`config.mk`:
```
export PLATFORM = sky130hd
export DESIGN_NAME = cmd_ring_engine
export DESIGN_NICKNAME = d
export VERILOG_FILES = /design/src/rtl/cmd_ring_pkg.sv /design/src/rtl/cmd_ring_xsum.sv /design/src/rtl/cmd_ring_regs.sv /design/src/rtl/cmd_ring_walker.sv /design/src/rtl/cmd_ring_engine.sv
export SDC_FILE = /design/constraint.sdc
export NUM_CORES = 1
export LEC_CHECK = 0
export BUFFER_PORTS_ARGS = -buffer_cell sky130_fd_sc_hd__buf_2
export CAP_MARGIN = 20
export CORE_MARGIN = 2
export CORE_UTILIZATION = 35
export DETAILED_ROUTE_END_ITERATION = 6
export GPL_TIMING_DRIVEN = 0
export PLACE_DENSITY = 0.6
export SETUP_SLACK_MARGIN = 0.02
export SLEW_MARGIN = 15
export SYNTH_ARGS = -nofsm -noshare
export SYNTH_HDL_FRONTEND = slang
export SYNTH_SLANG_ARGS = --single-unit
```
`constraint.sdc`:
```
create_clock -name clk -period 2.9 [get_ports clk]
set_clock_uncertainty 0.05 [all_clocks]
set_input_delay 0.29 -clock clk [delete_from_list [all_inputs] [get_ports clk]]
set_output_delay 0.29 -clock clk [all_outputs]
set_load 0.03 [all_outputs]
```
`src/rtl/cmd_ring_pkg.sv`:
```
package cmd_ring_pkg;

  typedef enum logic [1:0] {
    W_IDLE = 2'd0,
    W_REQ  = 2'd1,
    W_RSP  = 2'd2,
    W_WB   = 2'd3
  } walk_st_e;

  localparam logic [2:0] RA_PROD   = 3'd0;
  localparam logic [2:0] RA_CTRL   = 3'd1;
  localparam logic [2:0] RA_KICK   = 3'd2;
  localparam logic [2:0] RA_DEPTH  = 3'd3;
  localparam logic [2:0] RA_HEAD   = 3'd4;
  localparam logic [2:0] RA_WBADDR = 3'd5;
  localparam logic [2:0] RA_STAT   = 3'd6;

  // bit 7..5 cell size code, 4 write-back on restart, 3 event enable,
  // 2 halt on checksum error, 1..0 check mode
  typedef struct packed {
    logic [2:0] cell_sz;
    logic       wb_on_rst;
    logic       evt_en;
    logic       halt_en;
    logic [1:0] chk_mode;
  } ring_ctrl_t;

  localparam int STAT_XS_BIT  = 16;
  localparam int STAT_CP_BIT  = 17;
  localparam int STAT_FSM_LSB = 20;

endpackage

```
`src/rtl/cmd_ring_xsum.sv`:
```
module cmd_ring_xsum #(
  parameter int NB = 8
) (
  input  logic [8*NB-1:0] word,
  output logic            sum_ok
);
  logic [7:0] part [NB];

  assign part[0] = 8'h00;
  for (genvar b = 0; b < NB - 1; b++) begin : g_fold
    assign part[b+1] = part[b] ^ word[8*b +: 8];
  end

  assign sum_ok = (part[NB-1] == word[8*(NB-1) +: 8]);
endmodule

```
`src/rtl/cmd_ring_regs.sv`:
```
module cmd_ring_regs
  import cmd_ring_pkg::*;
#(
  parameter int AW    = 32,
  parameter int DEPTH = 32,
  parameter int IW    = $clog2(DEPTH)
) (
  input  logic          clk,
  input  logic          rst_n,
  input  logic          wr_en,
  input  logic [2:0]    addr,
  input  logic [31:0]   wdata,
  output logic [31:0]   rdata,
  input  logic          restart_done,
  input  logic [31:0]   status,
  output logic [IW-1:0] pi,
  output logic [IW-1:0] mask,
  output ring_ctrl_t    ctrl,
  output logic [AW-1:0] head,
  output logic [AW-1:0] wb_addr,
  output logic          restart_busy
);
  localparam int CW = IW + 1;

  logic [CW-1:0] depth_q;

  assign mask = IW'(depth_q - CW'(1));

  always_ff @(posedge clk) begin
    if (!rst_n) begin
      pi           <= '0;
      depth_q      <= CW'(DEPTH);
      ctrl         <= '{cell_sz: 3'd0, wb_on_rst: 1'b0, evt_en: 1'b0,
                        halt_en: 1'b1, chk_mode: 2'd3};
      head         <= '0;
      wb_addr      <= '0;
      restart_busy <= 1'b0;
    end else begin
      if (restart_done) restart_busy <= 1'b0;
      if (wr_en) begin
        case (addr)
          RA_PROD:   pi      <= wdata[IW-1:0] & mask;
          RA_CTRL:   ctrl    <= ring_ctrl_t'(wdata[7:0]);
          RA_KICK:   if (wdata[0] && !restart_busy) restart_busy <= 1'b1;
          RA_DEPTH:  depth_q <= wdata[CW-1:0];
          RA_HEAD:   head    <= AW'(wdata);
          RA_WBADDR: wb_addr <= AW'(wdata);
          default: ;
        endcase
      end
    end
  end

  always_comb begin
    rdata = '0;
    case (addr)
      RA_PROD:   rdata = 32'(pi);
      RA_CTRL:   rdata = 32'(ctrl);
      RA_KICK:   rdata = 32'(restart_busy);
      RA_DEPTH:  rdata = 32'(depth_q);
      RA_HEAD:   rdata = 32'(head);
      RA_WBADDR: rdata = 32'(wb_addr);
      RA_STAT:   rdata = status;
      default:   rdata = '0;
    endcase
  end
endmodule

```
`src/rtl/cmd_ring_walker.sv`:
```
module cmd_ring_walker
  import cmd_ring_pkg::*;
#(
  parameter int AW = 32,
  parameter int IW = 5
) (
  input  logic          clk,
  input  logic          rst_n,
  input  logic [IW-1:0] pi,
  input  logic [IW-1:0] mask,
  input  ring_ctrl_t    ctrl,
  input  logic [AW-1:0] head,
  input  logic [AW-1:0] wb_addr,
  input  logic          restart_busy,
  output logic          restart_done,
  output logic          mrd_req_valid,
  input  logic          mrd_req_ready,
  output logic [AW-1:0] mrd_req_addr,
  input  logic          mrd_rsp_valid,
  output logic          mrd_rsp_ready,
  input  logic [63:0]   mrd_rsp_data,
  input  logic          mrd_rsp_err,
  input  logic          sum_ok,
  output logic          swr_valid,
  input  logic          swr_ready,
  output logic [AW-1:0] swr_addr,
  output logic [31:0]   swr_data,
  output logic          done_evt,
  output logic [IW-1:0] ci,
  output logic          halted,
  output logic [31:0]   status
);
  walk_st_e      st;
  logic [1:0]    wsel;
  logic [AW-1:0] cur;
  logic          at_head, xs_err, cp_err, rst_wb;
  logic [AW-1:0] cell_base, word_off;
  logic          chk_this;

  assign cell_base = at_head ? head : cur;

  always_comb begin
    case (wsel)
      2'd0:    word_off = AW'(0);
      2'd1:    word_off = AW'(8);
      default: word_off = AW'(24);
    endcase
  end

  assign chk_this      = (wsel == 2'd0) ? ctrl.chk_mode[0] : ctrl.chk_mode[1];
  assign mrd_req_valid = (st == W_REQ);
  assign mrd_req_addr  = cell_base + word_off;
  assign mrd_rsp_ready = (st == W_RSP);
  assign swr_valid     = (st == W_WB);
  assign swr_addr      = wb_addr;
  assign swr_data      = status;

  always_comb begin
    status                           = '0;
    status[IW-1:0]                   = ci;
    status[STAT_XS_BIT]              = xs_err;
    status[STAT_CP_BIT]              = cp_err;
    status[STAT_FSM_LSB +: 2]        = st;
  end

  always_ff @(posedge clk) begin
    if (!rst_n) begin
      st           <= W_IDLE;
      wsel         <= 2'd0;
      cur          <= '0;
      at_head      <= 1'b1;
      ci           <= '0;
      xs_err       <= 1'b0;
      cp_err       <= 1'b0;
      halted       <= 1'b0;
      rst_wb       <= 1'b0;
      restart_done <= 1'b0;
      done_evt     <= 1'b0;
    end else begin
      restart_done <= 1'b0;
      done_evt     <= 1'b0;
      case (st)
        W_IDLE: begin
          if (restart_busy && !restart_done) begin
            ci      <= '0;
            at_head <= 1'b1;
            xs_err  <= 1'b0;
            cp_err  <= 1'b0;
            halted  <= 1'b0;
            if (ctrl.wb_on_rst) begin
              rst_wb <= 1'b1;
              st     <= W_WB;
            end else begin
              restart_done <= 1'b1;
            end
          end else if (!halted && (ci != pi)) begin
            wsel <= 2'd0;
            st   <= W_REQ;
          end
        end
        W_REQ: if (mrd_req_ready) st <= W_RSP;
        W_RSP: begin
          if (mrd_rsp_valid) begin
            if (mrd_rsp_err) begin
              cp_err <= 1'b1;
              halted <= 1'b1;
              st     <= W_WB;
            end else if (wsel != 2'd2) begin
              if (chk_this && !sum_ok) begin
                xs_err <= 1'b1;
                if (ctrl.halt_en) begin
                  halted <= 1'b1;
                  st     <= W_WB;
                end else begin
                  wsel <= wsel + 2'd1;
                  st   <= W_REQ;
                end
              end else begin
                wsel <= wsel + 2'd1;
                st   <= W_REQ;
              end
            end else begin
              cur     <= AW'(mrd_rsp_data);
              at_head <= 1'b0;
              ci      <= (ci + IW'(1)) & mask;
              st      <= W_WB;
            end
          end
        end
        W_WB: begin
          if (swr_ready) begin
            st <= W_IDLE;
            if (rst_wb) begin
              rst_wb       <= 1'b0;
              restart_done <= 1'b1;
            end else if (ctrl.evt_en) begin
              done_evt <= 1'b1;
            end
          end
        end
        default: st <= W_IDLE;
      endcase
    end
  end
endmodule

```
`src/rtl/cmd_ring_engine.sv`:
```
module cmd_ring_engine
  import cmd_ring_pkg::*;
#(
  parameter int AW    = 32,
  parameter int DEPTH = 32
) (
  input  logic          clk,
  input  logic          rst_n,
  input  logic          reg_wr_en,
  input  logic [2:0]    reg_addr,
  input  logic [31:0]   reg_wdata,
  output logic [31:0]   reg_rdata,
  output logic          mrd_req_valid,
  input  logic          mrd_req_ready,
  output logic [AW-1:0] mrd_req_addr,
  input  logic          mrd_rsp_valid,
  output logic          mrd_rsp_ready,
  input  logic [63:0]   mrd_rsp_data,
  input  logic          mrd_rsp_err,
  output logic          swr_valid,
  input  logic          swr_ready,
  output logic [AW-1:0] swr_addr,
  output logic [31:0]   swr_data,
  output logic          done_evt,
  output logic          ring_full,
  output logic          ring_drained
);
  localparam int IW = $clog2(DEPTH);

  logic [IW-1:0] pi, mask, ci;
  ring_ctrl_t    ctrl;
  logic [AW-1:0] head, wb_addr;
  logic          restart_busy, restart_done, halted, sum_ok;
  logic [31:0]   status;

  cmd_ring_regs #(.AW(AW), .DEPTH(DEPTH), .IW(IW)) regs_i (
    .clk, .rst_n,
    .wr_en(reg_wr_en), .addr(reg_addr), .wdata(reg_wdata), .rdata(reg_rdata),
    .restart_done, .status, .pi, .mask, .ctrl, .head, .wb_addr, .restart_busy
  );

  cmd_ring_xsum #(.NB(8)) xsum_i (.word(mrd_rsp_data), .sum_ok);

  cmd_ring_walker #(.AW(AW), .IW(IW)) walk_i (
    .clk, .rst_n, .pi, .mask, .ctrl, .head, .wb_addr, .restart_busy,
    .restart_done, .mrd_req_valid, .mrd_req_ready, .mrd_req_addr,
    .mrd_rsp_valid, .mrd_rsp_ready, .mrd_rsp_data, .mrd_rsp_err, .sum_ok,
    .swr_valid, .swr_ready, .swr_addr, .swr_data, .done_evt, .ci, .halted,
    .status
  );

  assign ring_full    = (ci == ((pi + IW'(1)) & mask));
  assign ring_drained = (ci == pi);
endmodule

```
# Word level (Yosys, flattened, before mapping)
# Cells that the tools add are included.
# W data, S select, Z words.
# totals
reg_bits,132
inputBits,106
out_inout_bits,134
word_cells,162
# op_classes
add_sub_neg,5
n_eq_ne,33
muxes,62
n_bitwise,14
reduce_logical,27
# op_table
operator,count
$pmux W32 S7,1
$xor A8 B8 Y8,6
$mux W2,17
$add A32 B5 Y32,1
$mux W32,1
$mux W1,29
$mux W5,4
$pmux W5 S2,2
$and A5 B5 Y5,3
$ne A2 B1 Y1 const B,7
$ne A2 B2 Y1 const B,6
$ne A3 B1 Y1 const B,4
$pmux W1 S2,6
$reduce_and A4 Y1,3
$reduce_and A6 Y1,2
$add A5 B1 Y5 const B,2
$eq A5 B5 Y1,2
$reduce_and A2 Y1,5
$reduce_and A5 Y1,2
$eq A3 B3 Y1 const B,3
$eq A8 B8 Y1,1
$pmux W2 S4,1
$reduce_and A7 Y1,1
$eq A3 B2 Y1 const B,2
15 further kinds,30

# Longest topological paths before layout
# depth
depth_word,14
depth_mapped,14
depth_no_buf,11

# Modules after synthesis
# From an unflattened synthesis, not the netlist that was laid out.
# hier_totals
cells_unflattened,1112
area_unflattened_um2,9108.7
# by_module_without_submodules
mod,n_inst,cells_each,area_each_um2,seq_area_each_um2
cmd_ring_regs,1,517,4300.4,1681.6
cmd_ring_walker,1,509,4102.7,960.9
cmd_ring_xsum,1,59,506.7,0.0
cmd_ring_engine,1,27,198.9,0.0

# Least setup slack after synthesis
# OpenSTA, ideal clock, no wires.
# synth_timing
path_kind,register -> output
startpoint,reg walk_i.at_head
endpoint,out mrd_req_addr[24]
t_arrival_ps,3192
required_time_ps,2560
path_slack_ps,-632
stages_incl_launch_ff,14
n_path_buf,5
path_cell_list,dfxtp_1 buf_6 buf_12 buf_6 buf_2 buf_2 mux2_2 ha_1 a21oi_1 a211oi_4 and4_1 nand3_1 xor2_1 mux2i_1
# synth_between
elab_chain_cells,2
# synth_rtl
item,line,rtl
"start, declared",cmd_ring_walker.sv:36,"logic at_head, xs_err, cp_err, rst_wb;"
"start signal, assigned",cmd_ring_walker.sv:71,at_head <= 1'b1;
"start signal, assigned",cmd_ring_walker.sv:86,at_head <= 1'b1;
"start signal, assigned",cmd_ring_walker.sv:124,at_head <= 1'b0;
$mux W32,cmd_ring_walker.sv:40,assign cell_base = at_head ? head : cur;
$add A32 B5 Y32,cmd_ring_walker.sv:52,assign mrd_req_addr = cell_base + word_off;
"end, declared",cmd_ring_engine.sv:15,"output logic [AW-1:0] mrd_req_addr,"
# Every way passes these cells.

# Worst setup path in the final report
# layout_timing
startpoint,reg walk_i.at_head
endpoint,out mrd_req_addr[18]
# Same word-level chain as after synthesis.

==> qor.csv <==
metric,value,unit
mostFrequentLayoutCell,nand2_1,
final_area,11000,µm²
synth_top_family_by_area,simple AND/OR/NAND/NOR gates,
violations,negative setup slack,
syn-instance-count,1007,
power.density,495,nW/µm²
grt_use_total,23.9,%
setup_viol,25,
status,finished with violations,
synth_ff_type,dfxtp_1,
synth_mux_area_share,7.26,%
cts_inserted_buffers,17,
crit_fanout,7,
routed_wl,28.4,mm
yosys.area.top_type_share,33.8,%
pin_count,240,
syn_avg_cell_area,7.77,µm²
crit_end,mrd_req_addr[18],
arrival,3.22,ns
worstPathCellList,"buf_12, buf_8, buf_12, buf_12, mux2_4, ha_4, a21oi_4, a211oi_4, buf_6, nand4_4, buf_12, nor3b_4, xnor2_2, mux2i_4, buf_6",
startpoint,walk_i.at_head,
n_fill_cell,2205,
timing.final.ws_setup,-0.657,ns
placed_cell_area,9720,µm²
drtIter0Drc,496,
grt_pass1_wl,44.0,mm
layout-drive-gt1-share,30.1,%
path_depth,15,
synth_compound_area_share,16.2,%
worstPathRequired,2.56,ns
synth-edff-count,0,
max_freq,0.281,GHz
viasPerCell,5.07,
start_util,35.7,%
slew_viol_final,0,
die_height,154,µm
cts_sinks,132,
die_w,154,µm
nNetsFinal,1405,
worst_slew_pin_slew,0.712,ns
cts_buffer_depth,2,
critPathBufInv,7,
reg2reg_to,walk_i.cur[21],
synth_area_leaders,"dfxtp_1 (34%), nand2_1 (12%), xnor2_1 (9.5%), a21oi_1 (8.6%), mux2i_1 (5.5%)",
ys_seq_area_share,33.8,%
hpwlAfterDp,21.8,mm
cts_tree,built,
wl_per_cell,18.0,µm
vias,8006,
root_buffer,clkbuf_16,
routed-wl-met2,13.8,mm
reg2reg_slack,0.28,ns
ys_warn_count,0,
timing_hold_violations_final,0,
synth-simple-area-share,22.3,%
antenna_found_initial,3,
r2r-start,walk_i.st[1],
yosys.cell_types.count,65,
drt_first_pass_iters,5,
clk_latency,0.43,ns
whs_path_depth,3,
path_class,register to primary output,
slowest_delay,0.34,ns
yosysTopAreaCell,dfxtp_1,
core_area,21900,µm²
cp_top_family,buffers and inverters,
detail-route-antenna-nets,0,
period_share,123,%
grt_pass1_vias,7860,
min_period,3.56,ns
synthAdderAreaFrac,2.17,%
layout_common_cells,"nand2_1 (238), buf_2 (189), a21oi_1 (132)",
synth_async_sr_flop_share,0,%
syn_to_final_growth,40.0,%
maxCapViolCount,0,
p_total,0.00543,W
ys_seq_elements,132,
p_leak,4.59,nW
fp-row-count,54,
grt_setup_unrepaired,true,
synth-xor-area-share,11.6,%
slowest_stage,dfxtp_2,
path_common_cell,buf_12,
critPathLaunchType,register,
wl_met3,2.13,mm
die_area,23600,µm²
fin_setup_tns,-12.42,ns
io_buffer_count,216,
max_slew_margin,51.2,%
drc,0,
m1WireLength,12.0,mm
path_clk_slew,0.06,ns
hold_path.class,input pin to register,
netlist_area,7820,µm²
h-tree-depth,4,
ir_drop,0.393,mV
overflow,0,
grt_start_max_net_pins,17,
worstSetupEndpointType,primary output,
reg2reg_depth,7,
gp_congestion,0.895,
pre_cts_ws,-0.649,ns
routed.top_layer,met5,
utilization,50.0,%
## report_power, final
group | switching (W) | total, W | internal (W)
clock network | 0.000924 | 0.00222 | 0.00129
registers | 0.0000957 | 0.00197 | 0.00187
logic | 0.000791 | 0.00124 | 0.000448
## synth_stat cells (all sizes together), types with 12 or more instances
library cell / number
a21oi: 136
a22o: 20
buf: 34
clkbuf: 51
dfxtp: 132
ha: 12
inv: 20
mux2i: 44
nand2: 248
nand3: 29
nor2: 52
o21ai: 18
xnor2: 85
xor2: 19
## cell families after synthesis
kind of cell / count (synthesis)
fa+ha+maj: 13
buf+inv: 105
simple gates: 390
compound gates: 209
mux: 53
other cells: 1
flops: 132
xor+xnor: 104
## state kept, by name (all words and copies together) (netlist names)
| signal | flops |
|---|---|
| regs_i.pi | 5 |
| walk_i.cp_err | 1 |
| walk_i.xs_err | 1 |
| walk_i.cur | 32 |
| regs_i.wb_addr | 32 |
| walk_i.halted | 1 |
| walk_i.rst_wb | 1 |
| regs_i.depth_q | 6 |
| walk_i.restart_done | 1 |
| regs_i.head | 32 |
| regs_i.restart_busy | 1 |
| walk_i.ci | 5 |
| walk_i.at_head | 1 |
| walk_i.done_evt | 1 |
| walk_i.st | 2 |
| walk_i.wsel | 2 |
| regs_i.ctrl | 8 |
## worst min-delay path by stage
stage                   startpoint                 end  slack, ns
floorplan             reg_wdata[0]      regs_i.ctrl[0]       0.36
global placement    walk_i.cur[31]      walk_i.cur[31]       0.39
detailed placement   walk_i.cur[2]       walk_i.cur[2]       0.40
CTS                  reg_wdata[18]  regs_i.wb_addr[18]       0.04
global route         reg_wdata[18]     regs_i.head[18]       0.05
finish               reg_wdata[18]  regs_i.wb_addr[18]       0.05
## per-stage QoR
stage | hold WS, ns | instances
after floorplan | 0.364 | 1029
after global placement | 0.394 | 1525
after detailed placement | 0.396 | 1525
after CTS | 0.0381 | 1573
after global routing | 0.0545 | 1579
final | 0.0531 | 1580
## worst reg2reg max path, cell delays in order (launching register included)
cell and delay [ns]:
dfxtp_1 0.56, ha_1 0.23, clkbuf_1 0.37, nand2_1 0.21, nor2_1 0.47, clkbuf_1 0.40, nand2_1 0.13, a21oi_1 0.14
## area by class of cell
class | instances | area (µm²) | area share [%]
Tap cell | 280 | 350 | 3.20
Clock inverter | 14 | 166 | 1.52
Clock buffer | 18 | 429 | 3.92
Antenna cell | 1 | 2.50 | 0.0228
Timing Repair Buffer | 239 | 1440 | 13.2
Inverter | 20 | 75.1 | 0.685
Sequential cell | 132 | 2640 | 24.1
Buffer | 84 | 477 | 4.35
Multi-Input combinational cell | 792 | 5370 | 49.0
## timing repair
item,4_1_cts,5_1_grt
hold endpoints to repair,0,0
pin swaps,20,16
hold buffers,0,0
gates resized for setup,101,8
setup buffers,16,7
setup endpoints to repair,28,28
## layer usage
layer | GRT usage, % | vias up
li1 | - | 3899
met1 | 30.1 | 3774
met2 | 41.0 | 298
met3 | 5.83 | 33
met4 | 6.29 | 2
met5 | 0 | -
(Power assumes the default switching activity.)
